`src/rtl/nirq_pkg.sv`:
```
package nirq_pkg;

    localparam int NSRC     = 13;
    localparam int VEC_W    = $clog2(NSRC);
    localparam int DATA_W   = 8;
    localparam int ADDR_W   = 2;
    localparam int NBANK_LO = 5;
    localparam int NBANK_HI = NSRC - NBANK_LO;
    localparam int MASTER_BIT = 7;

    typedef logic [NSRC-1:0] src_vec_t;

    typedef enum logic [ADDR_W-1:0] {
        RA_EN_LO  = 2'd0,
        RA_EN_HI  = 2'd1,
        RA_PRI_LO = 2'd2,
        RA_PRI_HI = 2'd3
    } reg_addr_e;

    typedef struct packed {
        logic             valid;
        logic [VEC_W-1:0] idx;
    } pick_t;

    typedef struct packed {
        logic             req;
        logic             lvl;
        logic [VEC_W-1:0] vec;
    } grant_t;

    // lowest set bit wins
    function automatic pick_t first_set(input src_vec_t v);
        pick_t p;
        p = '0;
        for (int i = NSRC - 1; i >= 0; i--) begin
            if (v[i]) begin
                p.valid = 1'b1;
                p.idx   = VEC_W'(i);
            end
        end
        return p;
    endfunction

    // low bank sits at bits 0..3 and 5 of its register
    function automatic logic [DATA_W-1:0] pack_lo(input logic [NBANK_LO-1:0] b);
        logic [DATA_W-1:0] r;
        r      = '0;
        r[3:0] = b[3:0];
        r[5]   = b[4];
        return r;
    endfunction

    function automatic logic [NBANK_LO-1:0] unpack_lo(input logic [DATA_W-1:0] d);
        return {d[5], d[3:0]};
    endfunction

endpackage

```
`src/rtl/nirq_regs.sv`:
```
module nirq_regs
    import nirq_pkg::*;
(
    input  logic                  clk,
    input  logic                  rst,
    input  logic                  wr,
    input  logic [ADDR_W-1:0]     addr,
    input  logic [DATA_W-1:0]     wdata,
    output logic [DATA_W-1:0]     rdata,
    output src_vec_t              en_d,
    output src_vec_t              pri_d,
    output logic                  master_d,
    output src_vec_t              en_q,
    output logic                  master_q
);

    src_vec_t pri_q;

    always_comb begin
        en_d     = en_q;
        pri_d    = pri_q;
        master_d = master_q;
        if (wr) begin
            unique case (reg_addr_e'(addr))
                RA_EN_LO: begin
                    en_d[NBANK_LO-1:0] = unpack_lo(wdata);
                    master_d           = wdata[MASTER_BIT];
                end
                RA_EN_HI:  en_d[NSRC-1:NBANK_LO]  = wdata[NBANK_HI-1:0];
                RA_PRI_LO: pri_d[NBANK_LO-1:0]    = unpack_lo(wdata);
                RA_PRI_HI: pri_d[NSRC-1:NBANK_LO] = wdata[NBANK_HI-1:0];
                default: ;
            endcase
        end
    end

    always_ff @(posedge clk) begin
        if (rst) begin
            en_q     <= '0;
            pri_q    <= '0;
            master_q <= 1'b0;
        end else begin
            en_q     <= en_d;
            pri_q    <= pri_d;
            master_q <= master_d;
        end
    end

    always_comb begin
        unique case (reg_addr_e'(addr))
            RA_EN_LO: begin
                rdata             = pack_lo(en_q[NBANK_LO-1:0]);
                rdata[MASTER_BIT] = master_q;
            end
            RA_EN_HI:  rdata = DATA_W'(en_q[NSRC-1:NBANK_LO]);
            RA_PRI_LO: rdata = pack_lo(pri_q[NBANK_LO-1:0]);
            RA_PRI_HI: rdata = DATA_W'(pri_q[NSRC-1:NBANK_LO]);
            default:   rdata = '0;
        endcase
    end

    AST_RESERVED_ZERO: assert property (@(posedge clk) disable iff (rst)
        (reg_addr_e'(addr) == RA_EN_LO) |-> (rdata[6] == 1'b0 && rdata[4] == 1'b0));

endmodule

```
`src/rtl/nirq_svc.sv`:
```
module nirq_svc
    import nirq_pkg::*;
(
    input  logic clk,
    input  logic rst,
    input  logic push,
    input  logic push_lvl,
    input  logic pop,
    output logic hi_q,
    output logic lo_q,
    output logic hi_d,
    output logic lo_d
);

    always_comb begin
        hi_d = hi_q;
        lo_d = lo_q;
        if (push) begin
            if (push_lvl) hi_d = 1'b1;
            else          lo_d = 1'b1;
        end else if (pop) begin
            if (hi_q)     hi_d = 1'b0;
            else          lo_d = 1'b0;
        end
    end

    always_ff @(posedge clk) begin
        if (rst) begin
            hi_q <= 1'b0;
            lo_q <= 1'b0;
        end else begin
            hi_q <= hi_d;
            lo_q <= lo_d;
        end
    end

    AST_NO_PUSH_OVER_HIGH: assert property (@(posedge clk) disable iff (rst)
        push |-> !hi_q);
    AST_NO_LOW_OVER_LOW: assert property (@(posedge clk) disable iff (rst)
        (push && !push_lvl) |-> !lo_q);

endmodule

```
`src/rtl/nirq_arb.sv`:
```
module nirq_arb
    import nirq_pkg::*;
(
    input  src_vec_t src,
    input  src_vec_t en,
    input  src_vec_t pri,
    input  logic     master,
    input  logic     svc_hi,
    input  logic     svc_lo,
    output grant_t   grant
);

    src_vec_t elig;
    src_vec_t mask_hi;
    src_vec_t mask_lo;
    pick_t    pk_hi;
    pick_t    pk_lo;

    for (genvar i = 0; i < NSRC; i++) begin : g_mask
        assign elig[i]    = src[i] & en[i] & master;
        assign mask_hi[i] = elig[i] & pri[i] & ~svc_hi;
        assign mask_lo[i] = elig[i] & ~pri[i] & ~svc_hi & ~svc_lo;
    end

    always_comb begin
        pk_hi = first_set(mask_hi);
        pk_lo = first_set(mask_lo);
        grant = '0;
        if (pk_hi.valid) begin
            grant.req = 1'b1;
            grant.lvl = 1'b1;
            grant.vec = pk_hi.idx;
        end else if (pk_lo.valid) begin
            grant.req = 1'b1;
            grant.lvl = 1'b0;
            grant.vec = pk_lo.idx;
        end
    end

endmodule

```
`src/rtl/nirq_top.sv`:
```
module nirq_top
    import nirq_pkg::*;
(
    input  logic              clk,
    input  logic              rst,
    input  logic [NSRC-1:0]   src_req,
    input  logic              cfg_wr,
    input  logic [ADDR_W-1:0] cfg_addr,
    input  logic [DATA_W-1:0] cfg_wdata,
    output logic [DATA_W-1:0] cfg_rdata,
    input  logic              irq_ack,
    input  logic              irq_ret,
    output logic              irq_req,
    output logic [VEC_W-1:0]  irq_vec,
    output logic              irq_lvl
);

    src_vec_t en_d, pri_d, en_q;
    logic     master_d, master_q;
    logic     hi_q, lo_q, hi_d, lo_d;
    logic     ack_take, ret_take;
    grant_t   grant, grant_q;

    assign ack_take = irq_ack & grant_q.req;
    assign ret_take = irq_ret & ~ack_take;

    nirq_regs u_regs (
        .clk      (clk),
        .rst      (rst),
        .wr       (cfg_wr),
        .addr     (cfg_addr),
        .wdata    (cfg_wdata),
        .rdata    (cfg_rdata),
        .en_d     (en_d),
        .pri_d    (pri_d),
        .master_d (master_d),
        .en_q     (en_q),
        .master_q (master_q)
    );

    nirq_svc u_svc (
        .clk      (clk),
        .rst      (rst),
        .push     (ack_take),
        .push_lvl (grant_q.lvl),
        .pop      (ret_take),
        .hi_q     (hi_q),
        .lo_q     (lo_q),
        .hi_d     (hi_d),
        .lo_d     (lo_d)
    );

    nirq_arb u_arb (
        .src    (src_req),
        .en     (en_d),
        .pri    (pri_d),
        .master (master_d),
        .svc_hi (hi_d),
        .svc_lo (lo_d),
        .grant  (grant)
    );

    always_ff @(posedge clk) begin
        if (rst) grant_q <= '0;
        else     grant_q <= grant;
    end

    assign irq_req = grant_q.req;
    assign irq_vec = grant_q.vec;
    assign irq_lvl = grant_q.lvl;

    AST_MASTER_GATES: assert property (@(posedge clk) disable iff (rst)
        !master_q |-> !irq_req);
    AST_SOURCE_ENABLED: assert property (@(posedge clk) disable iff (rst)
        irq_req |-> en_q[irq_vec]);
    AST_HIGH_BLOCKS_ALL: assert property (@(posedge clk) disable iff (rst)
        hi_q |-> !irq_req);
    AST_LOW_ONLY_PREEMPTED: assert property (@(posedge clk) disable iff (rst)
        (lo_q && irq_req) |-> irq_lvl);
    AST_VEC_IN_RANGE: assert property (@(posedge clk) disable iff (rst)
        irq_req |-> (int'(irq_vec) < NSRC));

endmodule

```
`config.mk`:
```
export PLATFORM = sky130hd
export DESIGN_NAME = nirq_top
export DESIGN_NICKNAME = d
export VERILOG_FILES = /design/src/rtl/nirq_pkg.sv /design/src/rtl/nirq_regs.sv /design/src/rtl/nirq_svc.sv /design/src/rtl/nirq_arb.sv /design/src/rtl/nirq_top.sv
export SDC_FILE = /design/constraint.sdc
export NUM_CORES = 1
export LEC_CHECK = 0
export ABC_CLOCK_PERIOD_IN_PS = 4600
export BUFFER_PORTS_ARGS = -buffer_cell sky130_fd_sc_hd__buf_2
export CORE_MARGIN = 2
export CORE_UTILIZATION = 30
export CTS_BUF_LIST = sky130_fd_sc_hd__clkbuf_4
export CTS_CLUSTER_DIAMETER = 200
export DETAILED_ROUTE_END_ITERATION = 12
export PLACE_DENSITY_LB_ADDON = 0.05
export SYNTH_ARGS = -nofsm -noshare
export SYNTH_HDL_FRONTEND = slang
export SYNTH_SLANG_ARGS = --single-unit
```
`constraint.sdc`:
```
create_clock -name clk -period 4.6 [get_ports clk]
set_input_delay 0.92 -clock clk [delete_from_list [all_inputs] [get_ports clk]]
set_output_delay 0.92 -clock clk [all_outputs]
set_load 0.05 [all_outputs]
```
==> out/metrics.csv <==
metric;value;unit
transition time of the tightest slew-check pin;764;ps
origin of the critical flop-to-flop path;u_regs.en_q[10];
Die Span X;99.1;um
Critical Path Max Stage Delay;720;ps
initial drt markers;117;
CTS tree;done;
Final Cycle Share;0.689;
number of buffers created by CTS;5;
initial antenna violation count;0;
critical path's top delay family;simple AND/OR/NAND/NOR gates;
arrival time of data at the critical path endpoint;3440;ps
depth of the CTS H-tree;2;
sequential share of power;0.492;
ys async rst share;0;
largest net degree at the start of global routing;35;
most frequent standard cell in the layout excluding fill and tap cells;nand2_1;
hold path startpoint;u_regs.pri_q[2];
Die ar.;9810;um^2
count of different cell masters after synthesis;63;
wire length of the first global-routing pass;14000;um
number of nets produced by synthesis;386;
Min Clock Period, post-route;3170;ps
final layout net count;409;
count of buffers inserted at the top-level ports;41;
maximum number of buffers from clock root to sink;2;
Ys Warns;0;
sink count of the clock tree;35;
met3 WL;229;um
internal power;437;uW
Via Count;2738;
share of the core filled with cells in the final layout;0.340;
switching power as a share of total power;0.337;
Final Skew;16.7;ps
endpoint class of the critical path;register;
number of inserted diodes;0;
met2 routed wirelength;4120;um
detail-routed via count per cell;5.59;
post-cts hold buffer count;0;
I/O pin count;42;
power density over cell area;221;nW/um^2
Mapped Area;2710;um^2
TNS Setup;0;ps
clock edge transition at the registers on the reported setup and hold paths;130;ps
primary flip-flop cell chosen by synthesis mapping;dfxtp_1;
number of max-cap violations;0;
row count;34;
path category of the worst min-delay check;register to register;
Root Driver;clkbuf_4;
DR DRC count;0;
met1 layer wirelength in the final routing;4340;um
setup repair after global routing missed its margin;false;
Die Span Y;99.1;um
cells after synthesis;358;
worst-skew pair later-pin latency;340;ps
proportion of power drawn by the clock network;0.279;
Design Area, Final;2980;um^2
number of setup buffers added after CTS;0;
total count of max-transition violations in the final report;0;
Routed wire per std cell;17.9;um
leftover overflow at the end of global routing;0;
top achievable clock speed;315;MHz
number of enable flip-flop cells after synthesis;0;
placed inst area;2920;um^2
weighted congestion reported at the end of routability-driven placement;0.854;
count of antenna-violating nets left after detailed routing;0;
TritonRoute pass-1 iters;4;
static leakage power;1.14;nW
via count of the first global-routing pass;2602;
Max VDD drop;0.0964;mV
crit path max-delay cell type;nor3b_2;
Critical Path Source;cfg_wr;
average cell area after synthesis;7.57;um^2
Total GRT Usage;0.180;
synthesis-stage register bit count;35;
critical-path cell list;buf_2, nor3b_2, mux2i_1, or2_0, a41oi_1, nor2_1, nand4_1, o31ai_2;
kind of critical path;input pin to register;
effective utilization at floorplan;0.309;
Std-Cell Core Area;8760;um^2
top library cells by usage in the layout, fill and taps aside;67 x nand2_1, 41 x buf_2, 39 x a21oi_1;
maximum fanout encountered on the critical timing path;21;
run status;completed;
Critical Path Start Type;input pin;
remaining max-slew budget at the tightest pin;0.489;
share of post-route cells with drive strength above 1;0.196;
part of the total power dissipated in combinational logic;0.230;
hpwl dp;6390;um
count of buffer and inverter cells on the critical path;1;
endpoints failing hold;0;
Total Routed Length;8770;um
uppermost metal layer occupied by signal nets;met4;
share of the yosys chip area belonging to registers;0.258;
switching power total;222;uW
Final setup viols;0;
Data required, critical path;4870;ps
area growth from synthesis to layout;9.92;%
cts repair resizes;0;
-- logic make-up after synthesis --
kind of cell           share of synthesized area
flip-flops                                 0.258
AND/OR/NAND/NOR                            0.282
buffers and inverters                     0.0711
multiplexers                              0.0835
AO/OA/AOI/OAI                              0.305
-- worst reg2reg max path, cell delays in order, from the launching register on --
cell and delay (ps):
dfxtp_1 380, and3b_1 180, a211oi_1 300, o32ai_1 220
a2111oi_2 450, nand2b_1 190, a21oi_1 50, o211a_1 220
-- synthesized netlist by cell type (5+ instances only) --
| master | instances | area, um^2 |
|---|---|---|
| nand2_1 | 67 | 251 |
| a21oi_1 | 39 | 195 |
| dfxtp_1 | 35 | 701 |
| o21ai_0 | 17 | 85.1 |
| nor2_1 | 14 | 52.6 |
| clkbuf_1 | 13 | 48.8 |
| inv_1 | 13 | 48.8 |
| nand3_1 | 11 | 55.1 |
| a31oi_1 | 9 | 56.3 |
| mux2i_1 | 8 | 80.1 |
| nor2b_1 | 8 | 50.1 |
| nand4_1 | 7 | 43.8 |
| and3_1 | 6 | 37.5 |
| buf_2 | 6 | 30.0 |
| nand2b_1 | 6 | 37.5 |
| nor3b_1 | 6 | 45.0 |
| a21boi_0 | 5 | 37.5 |
| a22o_1 | 5 | 43.8 |
| mux4_2 | 5 | 113 |
| nand4b_1 | 5 | 43.8 |
-- metal layers --
metal,up-vias,GRT usage
met5,-,0
li1,1373,-
met1,1319,0.245
met3,4,0.0277
met2,42,0.299
met4,0,0.0464
-- power groups by stage --
stage	Clock, mW	Sequential (mW)	Combinational, mW
4_1_cts	0.197	0.324	0.152
6_report	0.183	0.324	0.151
5_1_grt	0.214	0.325	0.166
3_3_place_gp	0	0.331	0.152
2_1_floorplan	0	0.331	0.105
3_5_place_dp	0	0.331	0.152
-- worst paths after layout --
check                         end  slack, ps  depth (start not counted)
hold reg to reg   u_regs.pri_q[2]        510                          2
hold / removal    u_regs.pri_q[2]        510                          2
setup / recovery       irq_vec[1]       1430                          8
setup reg to reg       irq_vec[3]       2520                          7
-- stage by stage --
step | std cells | hold slack [ps] | worst slack [ps] | power (mW)
after floorplan | 358 | 459 | 830 | 0.436
after global placement | 482 | 489 | 1040 | 0.482
after detailed placement | 482 | 495 | 1040 | 0.482
after CTS | 490 | 516 | 1400 | 0.673
after global routing | 490 | 549 | 1150 | 0.706
final | 490 | 511 | 1430 | 0.658
-- area by class of cell --
cell class | count | area [um^2]
repair buffers | 43 | 220
flip-flops and latches | 35 | 701
fillers | 959 | 5780
clock buffers | 7 | 52.6
well taps | 108 | 135
multi-input cells | 283 | 1820
inverters | 13 | 48.8
clock inverters | 1 | 5.00
-- registers in the layout, summed over array words and instances (netlist names) --
name	cells
irq_lvl	1
irq_req	1
irq_vec	4
u_regs.en_q	13
u_regs.master_q	1
u_regs.pri_q	13
u_svc.hi_q	1
u_svc.lo_q	1
Power figures use the tool's default switching activity.
